<file path="src/rtl/cheat_ctl_pkg.sv">
package cheat_ctl_pkg;

  // Mode word bit positions (decoded from write data at offset MODE_OFS)
  localparam int unsigned MODE_BYPASS_BIT = 10;
  localparam int unsigned MODE_REGSEL_BIT = 9;
  localparam int unsigned MODE_LOCK_BIT   = 8;

  // Special register offsets
  localparam int unsigned MODE_OFS  = 0;
  localparam int unsigned FORCE_OFS = 1;

  typedef struct packed {
    logic bypass;
    logic regsel;
  } route_t;

endpackage

</file>
<file path="src/rtl/cheat_ctl_rst_sync.sv">
module cheat_ctl_rst_sync #(
  parameter int unsigned STAGES = 2
) (
  input  logic clk,
  input  logic rst_n,
  output logic rst_core_n
);

  logic [STAGES-1:0] sync_q;
  logic [STAGES-1:0] sync_d;

  always_comb begin
    sync_d = {sync_q[STAGES-2:0], 1'b1};
  end

  always_ff @(posedge clk or negedge rst_n) begin
    if (!rst_n) begin
      sync_q <= '0;
    end else begin
      sync_q <= sync_d;
    end
  end

  assign rst_core_n = sync_q[STAGES-1];

endmodule

</file>
<file path="src/rtl/cheat_ctl_regfile.sv">
module cheat_ctl_regfile
  import cheat_ctl_pkg::*;
#(
  parameter int unsigned DATA_W = 16,
  parameter int unsigned DEPTH  = 32,
  localparam int unsigned IDX_W = $clog2(DEPTH),
  localparam int unsigned HALF  = DATA_W / 2
) (
  input  logic                    clk,
  input  logic                    rst_n,
  input  logic                    wr_hit,
  input  logic [IDX_W-1:0]        wr_idx,
  input  logic                    wr_lo,
  input  logic                    wr_hi,
  input  logic [DATA_W-1:0]       wr_data,
  input  logic [IDX_W-1:0]        rd_idx,
  output logic [DATA_W-1:0]       rd_data,
  output logic [DEPTH*DATA_W-1:0] bank_flat
);

  for (genvar g = 0; g < DEPTH; g++) begin : g_reg
    localparam bit IS_FORCE = (g == FORCE_OFS);

    logic              sel;
    logic [DATA_W-1:0] q;
    logic [DATA_W-1:0] d;

    assign sel = wr_hit && (wr_idx == IDX_W'(g));

    always_comb begin
      d = q;
      if (wr_lo) begin
        d[HALF-1:0] = wr_data[HALF-1:0];
      end
      if (wr_hi) begin
        d[DATA_W-1:HALF] = wr_data[DATA_W-1:HALF];
      end
      if (IS_FORCE) begin
        d[0] = 1'b1;
      end
    end

    always_ff @(posedge clk or negedge rst_n) begin
      if (!rst_n) begin
        q <= '0;
      end else if (sel) begin
        q <= d;
      end
    end

    assign bank_flat[g*DATA_W +: DATA_W] = q;
  end

  assign rd_data = bank_flat[rd_idx*DATA_W +: DATA_W];

endmodule

</file>
<file path="src/rtl/cheat_ctl_mode.sv">
module cheat_ctl_mode
  import cheat_ctl_pkg::*;
#(
  parameter int unsigned DATA_W = 16
) (
  input  logic              clk,
  input  logic              rst_n,
  input  logic              mode_wr,
  input  logic [DATA_W-1:0] wr_data,
  output route_t            route,
  output logic              lock
);

  route_t route_q;
  route_t route_d;

  always_comb begin
    route_d = route_q;
    if (mode_wr) begin
      if (wr_data[MODE_BYPASS_BIT]) begin
        route_d.bypass = 1'b1;
      end else begin
        route_d.bypass = 1'b0;
        route_d.regsel = wr_data[MODE_REGSEL_BIT];
      end
    end
  end

  always_ff @(posedge clk or negedge rst_n) begin
    if (!rst_n) begin
      route_q <= '0;
    end else if (mode_wr) begin
      route_q <= route_d;
    end
  end

  assign route = route_q;
  assign lock  = mode_wr && wr_data[MODE_LOCK_BIT];

endmodule

</file>
<file path="src/rtl/cheat_ctl_patch.sv">
module cheat_ctl_patch #(
  parameter int unsigned DATA_W     = 16,
  parameter int unsigned HI_W       = 6,
  parameter int unsigned DEPTH      = 32,
  parameter int unsigned NUM_SLOTS  = 6,
  parameter int unsigned FIRST_BASE = 2,
  parameter int unsigned STRIDE     = 3,
  localparam int unsigned PA_W      = HI_W + DATA_W
) (
  input  logic                        clk,
  input  logic                        rst_n,
  input  logic                        lock,
  input  logic [DEPTH*DATA_W-1:0]     bank_flat,
  output logic [NUM_SLOTS*PA_W-1:0]   patch_addr,
  output logic [NUM_SLOTS*DATA_W-1:0] patch_data
);

  for (genvar s = 0; s < NUM_SLOTS; s++) begin : g_slot
    localparam int unsigned BASE = FIRST_BASE + STRIDE * s;

    logic [PA_W-1:0]   addr_q, addr_d;
    logic [DATA_W-1:0] data_q, data_d;

    always_comb begin
      addr_d = addr_q;
      data_d = data_q;
      if (lock) begin
        addr_d = {bank_flat[BASE*DATA_W +: HI_W],
                  bank_flat[(BASE+1)*DATA_W +: DATA_W]};
        data_d = bank_flat[(BASE+2)*DATA_W +: DATA_W];
      end
    end

    always_ff @(posedge clk or negedge rst_n) begin
      if (!rst_n) begin
        addr_q <= '0;
        data_q <= '0;
      end else if (lock) begin
        addr_q <= addr_d;
        data_q <= data_d;
      end
    end

    assign patch_addr[s*PA_W +: PA_W]     = addr_q;
    assign patch_data[s*DATA_W +: DATA_W] = data_q;
  end

endmodule

</file>
<file path="src/rtl/cheat_ctl_bank.sv">
module cheat_ctl_bank
  import cheat_ctl_pkg::*;
#(
  parameter int unsigned OFS_W      = 8,
  parameter int unsigned DATA_W     = 16,
  parameter int unsigned DEPTH      = 32,
  parameter int unsigned HI_W       = 6,
  parameter int unsigned NUM_SLOTS  = 6,
  parameter int unsigned FIRST_BASE = 2,
  parameter int unsigned STRIDE     = 3,
  localparam int unsigned IDX_W     = $clog2(DEPTH),
  localparam int unsigned PA_W      = HI_W + DATA_W
) (
  input  logic                        clk,
  input  logic                        rst_n,
  input  logic                        wr_en,
  input  logic [OFS_W-1:0]            wr_ofs,
  input  logic                        wr_lo,
  input  logic                        wr_hi,
  input  logic [DATA_W-1:0]           wr_data,
  input  logic [OFS_W-1:0]            rd_ofs,
  output logic [DATA_W-1:0]           rd_data,
  output logic                        route_bypass,
  output logic                        route_regs,
  output logic [NUM_SLOTS-1:0]        patch_en,
  output logic [NUM_SLOTS*PA_W-1:0]   patch_addr,
  output logic [NUM_SLOTS*DATA_W-1:0] patch_data
);

  logic                    rst_core_n;
  logic                    wr_hit;
  logic [IDX_W-1:0]        wr_idx;
  logic                    mode_wr;
  logic                    lock;
  route_t                  route;
  logic [DEPTH*DATA_W-1:0] bank_flat;

  cheat_ctl_rst_sync #(.STAGES(2)) u_rst (
    .clk        (clk),
    .rst_n      (rst_n),
    .rst_core_n (rst_core_n)
  );

  // Address decode: anything at or above DEPTH is dropped entirely
  assign wr_idx  = wr_ofs[IDX_W-1:0];
  assign wr_hit  = wr_en && ((wr_ofs >> IDX_W) == '0);
  assign mode_wr = wr_hit && (wr_idx == IDX_W'(MODE_OFS));

  cheat_ctl_regfile #(
    .DATA_W (DATA_W),
    .DEPTH  (DEPTH)
  ) u_regs (
    .clk       (clk),
    .rst_n     (rst_core_n),
    .wr_hit    (wr_hit),
    .wr_idx    (wr_idx),
    .wr_lo     (wr_lo),
    .wr_hi     (wr_hi),
    .wr_data   (wr_data),
    .rd_idx    (rd_ofs[IDX_W-1:0]),
    .rd_data   (rd_data),
    .bank_flat (bank_flat)
  );

  cheat_ctl_mode #(.DATA_W(DATA_W)) u_mode (
    .clk     (clk),
    .rst_n   (rst_core_n),
    .mode_wr (mode_wr),
    .wr_data (wr_data),
    .route   (route),
    .lock    (lock)
  );

  cheat_ctl_patch #(
    .DATA_W     (DATA_W),
    .HI_W       (HI_W),
    .DEPTH      (DEPTH),
    .NUM_SLOTS  (NUM_SLOTS),
    .FIRST_BASE (FIRST_BASE),
    .STRIDE     (STRIDE)
  ) u_patch (
    .clk        (clk),
    .rst_n      (rst_core_n),
    .lock       (lock),
    .bank_flat  (bank_flat),
    .patch_addr (patch_addr),
    .patch_data (patch_data)
  );

  assign route_bypass = route.bypass;
  assign route_regs   = route.regsel;
  assign patch_en     = bank_flat[MODE_OFS*DATA_W +: NUM_SLOTS];

endmodule

</file>
<file path="config.mk">
export PLATFORM = sky130hd
export DESIGN_NAME = cheat_ctl_bank
export DESIGN_NICKNAME = d
export VERILOG_FILES = /design/src/rtl/cheat_ctl_pkg.sv /design/src/rtl/cheat_ctl_rst_sync.sv /design/src/rtl/cheat_ctl_regfile.sv /design/src/rtl/cheat_ctl_mode.sv /design/src/rtl/cheat_ctl_patch.sv /design/src/rtl/cheat_ctl_bank.sv
export SDC_FILE = /design/constraint.sdc
export NUM_CORES = 1
export LEC_CHECK = 0
export CORE_AREA = 4 4 333 335
export CTS_CLUSTER_DIAMETER = 200
export DETAILED_ROUTE_END_ITERATION = 16
export DIE_AREA = 0 0 337 339
export PLACE_DENSITY_LB_ADDON = 0.12
export SLEW_MARGIN = 20
export SYNTH_ARGS = -nofsm -noshare
export SYNTH_HDL_FRONTEND = slang
export SYNTH_SLANG_ARGS = --single-unit
</file>
<file path="constraint.sdc">
create_clock -name clk -period 28.3 [get_ports clk]
set_input_delay 5.66 -clock clk [delete_from_list [all_inputs] [get_ports clk]]
set_output_delay 5.66 -clock clk [all_outputs]
set_load 0.02 [all_outputs]
</file>
# --- Yosys cells after proc, flatten, opt, wreduce, memory -nomap -nowiden ---
# Cells that the tools add are included.
op_classes:
  eq_ne: 31
  reduce_logical: 101
  bitwise_logic: 1
  shift: 1
  muxes: 1
ops:
  columns: ["operator", "count"]
  rows:
  - ["variable part select 512 x 10 -> 16 bit", 1]
  - ["AND reduction 2 bit", 65]
  - ["equality test 5 bit (second input constant)", 16]
  - ["equality test 5 x 4 -> 1 bit (second input constant)", 8]
  - ["logical AND 1 bit", 34]
  - ["equality test 5 x 3 -> 1 bit (second input constant)", 4]
  - ["equality test 5 x 2 -> 1 bit (second input constant)", 2]
  - ["zero test 8 bit", 1]
  - ["equality test 5 x 1 -> 1 bit (second input constant)", 1]
  - ["zero test 5 bit", 1]
  - ["2-to-1 mux 1 bit", 1]
  - ["NOT 1 bit", 1]
totals:
  elab_cells: 215
  reg_bits: 744

# --- Depth between registers and ports, before layout ---
logic_depth:
  ltp_word: 4
  mapped_depth: 8

# --- By module ---
# Synthesis repeated with hierarchy kept, for this count alone.
unflattened:
  hier_cells: 2239
  hier_area_um2: 32356.0
modules_own_cells:
  columns: ["module", "area_per_inst_um2", "instances", "seq_area_each_um2", "cells_each"]
  rows:
  - ["cheat_ctl_regfile", 23625.2, 1, 12812.3, 1746]
  - ["cheat_ctl_patch", 8550.7, 1, 5705.5, 481]
  - ["cheat_ctl_mode", 97.6, 1, 50.0, 6]
  - ["cheat_ctl_rst_sync", 53.8, 1, 50.0, 3]
  - ["cheat_ctl_bank", 28.8, 1, 0.0, 3]

# --- Worst setup path after synthesis ---
# No wires, ideal clock.
synth_path:
  kind: "input -> output"
  from: "in rd_ofs[0]"
  to: "out rd_data[11]"
  t_arrival_ns: 7.128
  cell_stages: 7
  required_time_ns: 22.640
  path_buffers: 3
  path_slack_ns: 15.512
  cell_sequence: "clkbuf_1 buf_2 buf_1 mux2i_1 a22oi_1 a31oi_1 nand3_1"
synth_via:
  elab_chain_len: 1
synth_lines:
  columns: ["element", "line_no", "rtl"]
  rows:
  - ["from (decl)", "cheat_ctl_bank.sv:21", "input logic [OFS_W-1:0] rd_ofs,"]
  - ["variable part select 512 x 10 -> 16 bit", "cheat_ctl_regfile.sv:54", "assign rd_data = bank_flat[rd_idx*DATA_W +: DATA_W];"]
  - ["to (decl)", "cheat_ctl_bank.sv:22", "output logic [DATA_W-1:0] rd_data,"]
# Every way passes these cells.

# --- Final worst setup path ---
layout_path:
  from: "in rd_ofs[1]"
  to: "out rd_data[8]"
# Same word-level chain as after synthesis.

==> results.md <==
Yosys:
- The post-synthesis net count is 2279.
- The biggest area contributor in the post-synthesis netlist is sky130_fd_sc_hd__dfrtp_1.
- The share of synthesized area occupied by flip-flops and latches is 57.77%.
- The library cell with the highest instance count after synthesis is sky130_fd_sc_hd__dfrtp_1.
- Counting every instance in the synthesized netlist gives about 2200.
- The synthesized netlist occupies a cell area of 32230 µm².
- In the synthesized netlist, the cells that appear most often are 744 x sky130_fd_sc_hd__dfrtp_1, 513 x sky130_fd_sc_hd__mux2_2, 256 x sky130_fd_sc_hd__mux2i_1, 228 x sky130_fd_sc_hd__mux2_1, 97 x sky130_fd_sc_hd__nand2_1.
- The most used flip-flop cell after synthesis is sky130_fd_sc_hd__dfrtp_1.
- For this run, asynchronously set or reset flops after synthesis account for between 90% and 100%.
- The share of the synthesized area in the top cell type is 57.77%.
- By area the synthesized netlist is led by sky130_fd_sc_hd__dfrtp_1 58%, sky130_fd_sc_hd__mux2_2 18%, sky130_fd_sc_hd__mux2_1 8.0%.
- The synthesized flop and latch total is 744.
- Dividing the synthesized area by the synthesized cell count gives 14.38 µm².
- During synthesis, Yosys emitted a total of 0 warnings.
- The distinct cell type count after synthesis is 27.
- The number of enable-type register cells in the synthesized netlist is 0.

Detailed routing:
- The wire length after detailed routing is 99.60 mm.
- The first-pass detailed-route iteration total is 5.
- The remaining routing DRC violations is 0.
- The routed length per instance is 24.99 µm.
- The remaining antenna violation count is 0.
- In this run, the number of DRC markers left after iteration 0 of detailed routing was between 900 and 1000.
- For this block, the via count after detailed routing is 19728.
- The detailed-route vias per instance is slightly below 5.

Worst setup path:
- STA puts the critical path data arrival time at 9.27 ns.
- The type of element capturing the critical path is an output port.
- The worst register-to-register path has a depth of 4.
- The required time of the critical path is 22.64 ns.
- Along the worst path, the maximum fanout reaches 39.
- The worst setup path is launched from an input pin.
- The worst setup path category is in -> out.

Placed design:
- The detailed-placement wirelength estimate is 68.16 mm.
- Timing analysis after detailed placement gives a worst setup slack of 13.32 ns.
- The port buffer count is 285.
- Routability-driven placement finished with a final weighted congestion of 0.7505.
- The number of cells in the design after placement is 3822.
- In this run the cell area measured after placement is between 30000 and 40000 µm².

Timing:
- The post-route worst setup slack is 13.37 ns.
- Of the available clock period, the critical path in the final layout requires 52.74%.
- Across all hold checks on the routed design, the worst slack comes to 0.3473 ns.
- The number of max-slew violations in the final report came to 0.
- Between clock sinks in the finished design, the worst skew comes to about 0.019 ns.
- Headroom to the max-slew limit came out at 33.86%.
- The number of hold violations in the final report came to 0.
- Setup violations remaining at the end of the flow were counted as 0.
- At the pin with the least slew margin, the transition time is 0.9921 ns.
- The post-route minimum period is 14.93 ns.
- In the final timing run, aggregate negative setup slack is 0 ns.
- Setup repair after global routing left no endpoint under its margin.
- For this run, the top clock speed supported by timing is 67.00 MHz.

GRT:
- Global routing consumed, on the met3 layer, 2.624% of the routing resources.
- The number of global-route vias before repair is about 21000.
- The wire length of the first global-routing pass is 146.2 mm.
- Summed over all layers, the global routing overflow is 0.
- In this run the most used layer during global routing was met2.
- The overall global routing resource usage is 17.24%.
- The met2 track utilization from global routing is 30.84%.
- The met1 routing resource usage after global routing is 21.62%.
- The maximum number of pins on one net before global-route repair is 182.
- The initial antenna violation count is 5.

Run status:
- The flow ran to the end, and the final reports show no timing, DRC or antenna violations.

Floorplan:
- The count of standard-cell rows is 121.
- The placeable core region is 108100 µm².
- The die covers roughly 110000 µm².
- From left edge to right edge, the die measures 337 µm.
- The die outline height is 339 µm.
- In this run the count of I/O pins placed on the die edge is 289.
- The initial utilization of the core area, before any placement, comes to 29.82%.

Pwr:
- The maximum vdd drop is 0.04136 mV.
- For this design the static power due to leakage is around 20 nW.
- The power per cell area is 59.18 nW/µm².
- The total power draw is 2.324 mW.

Hold path:
- The worst hold path was traced through 0 stages.
- The worst hold path belongs to the class reg -> reg.

CTS:
- The count of H-tree levels built during CTS is 3.
- Post-CTS timing repair inserted 0 buffers for setup.
- Buffers inserted during clock tree synthesis total 85.
- The root buffer cell chosen for the clock tree is sky130_fd_sc_hd__clkbuf_16.
- In this run, post-CTS hold repair placed 0 buffers.
- The number of instances resized during post-cts repair is 0.
- The count of clock tree sinks is 744.
- Clock-pin slew was measured on the worst setup and hold paths at 0.06 ns.
- The TritonCTS clock tree is yes.
- The clock reaches the later pin of the worst-skew pair after 0.64 ns.
- In this run the deepest clock path goes through 3 buffers.

Layout:
- Fill cells in the final layout number roughly 10000.
- Relative to the synthesized area, the layout overhead comes to 21.83%.
- The core utilization of the finished layout is 36.33%.
- The finished layout cell area is 39270 µm².
- The net count of the finished layout is 2535.
- In the final layout, the share of cells above drive strength 1 is 27.25%.
- The final cell count without fillers is 3985.

Job:
- Across the run, the number of max-cap violations was 0.
==> area by class of cell <==
| class | count | area (µm²) | area share, % |
|---|---|---|---|
| Clock inverter | 26 | 205.2 | 0.5226 |
| Antenna cell | 6 | 15.01 | 0.03824 |
| Timing Repair Buffer | 325 | 3241 | 8.253 |
| Clock buffer | 128 | 2521 | 6.421 |
| Multi-Input combinational cell | 1342 | 12890 | 32.84 |
| Sequential cell | 744 | 18620 | 47.42 |
| Tap cell | 1414 | 1769 | 4.506 |
==> power breakdown <==
group,switching (mW),internal [mW],leakage (nW)
Sequential,0.0152,1.08,10.3
Combinational,0.0938,0.0510,7.84
Clock,0.446,0.633,1.36
Total,0.555,1.77,19.5
==> registers in the layout (all words and copies together) (netlist names) <==
name and count:
u_regs.g.q 512, u_patch.g_slot.addr_q 132, u_patch.g_slot.data_q 96, u_mode.route 2, u_rst.sync_q 2
==> worst paths after layout <==
| kind | start | endpoint | slack [ns] |
|---|---|---|---|
| max | rd_ofs[1] | rd_data[8] | 13.37 |
| min | u_rst.sync_q[0] | u_rst.sync_q[1] | 0.35 |
| max reg2reg | u_rst.sync_q[1] | u_regs.g_reg[12].q[3] | 24.54 |
| min reg2reg | u_rst.sync_q[0] | u_rst.sync_q[1] | 0.35 |
| max in group asynchronous | rst_n | u_rst.sync_q[1] | 22.94 |
| min in group asynchronous | u_rst.sync_q[1] | u_regs.g_reg[7].q[13] | 0.44 |
==> worst max-delay path, cell delays in order <==
cell and delay, ns:
sky130_fd_sc_hd__clkdlybuf4s50_1 0.66, sky130_fd_sc_hd__and2_2 0.72, sky130_fd_sc_hd__buf_4 0.62, sky130_fd_sc_hd__a22o_1 0.25, sky130_fd_sc_hd__nor3_1 0.10, sky130_fd_sc_hd__a31oi_1 0.32
sky130_fd_sc_hd__nand3_1 0.29, sky130_fd_sc_hd__clkdlybuf4s50_1 0.63
==> cell usage in the layout, fill, tap and decap left out, types with 2 or more instances in the layout <==
master,instances
sky130_fd_sc_hd__or2_2,2
sky130_fd_sc_hd__nand2_1,96
sky130_fd_sc_hd__mux2_1,228
sky130_fd_sc_hd__buf_12,3
sky130_fd_sc_hd__clkbuf_1,22
sky130_fd_sc_hd__nor3_1,21
sky130_fd_sc_hd__clkdlybuf4s50_1,281
sky130_fd_sc_hd__bufinv_16,2
sky130_fd_sc_hd__nor2_1,9
sky130_fd_sc_hd__buf_4,34
sky130_fd_sc_hd__a22oi_1,64
sky130_fd_sc_hd__a21oi_1,32
sky130_fd_sc_hd__nor2b_4,2
sky130_fd_sc_hd__nand3_1,32
sky130_fd_sc_hd__mux2_2,513
sky130_fd_sc_hd__a22o_1,32
sky130_fd_sc_hd__and2_1,4
sky130_fd_sc_hd__and3_1,4
sky130_fd_sc_hd__buf_16,3
sky130_fd_sc_hd__dfrtp_1,743
sky130_fd_sc_hd__clkbuf_8,19
sky130_fd_sc_hd__clkinv_2,17
sky130_fd_sc_hd__nand4_1,16
sky130_fd_sc_hd__clkbuf_16,87
sky130_fd_sc_hd__inv_6,6
sky130_fd_sc_hd__buf_2,3
sky130_fd_sc_hd__nand2b_1,7
sky130_fd_sc_hd__a31oi_1,16
sky130_fd_sc_hd__diode_2,6
sky130_fd_sc_hd__mux2i_1,256
==> kinds of logic (layout without fill, tap and decap cells) <==
group / count (synthesis) / in the layout / synth area share (%)
muxes: 997 / 997 / 33.84
other: 1 / 7 / 0.01164
buffers and inverters: 156 / 479 / 2.341
AOI/OAI and AO/OA: 144 / 144 / 3.168
DFF: 744 / 744 / 57.77
and+or+nand+nor: 200 / 200 / 2.873
==> metal layers <==
metal | wire length [µm] | vias to the layer above
met2 | 51910 | 372
met3 | 3687 | 106
met5 | 41 | -
met1 | 41980 | 10555
li1 | - | 8689
met4 | 1980 | 6
(Power assumes the default switching activity.)
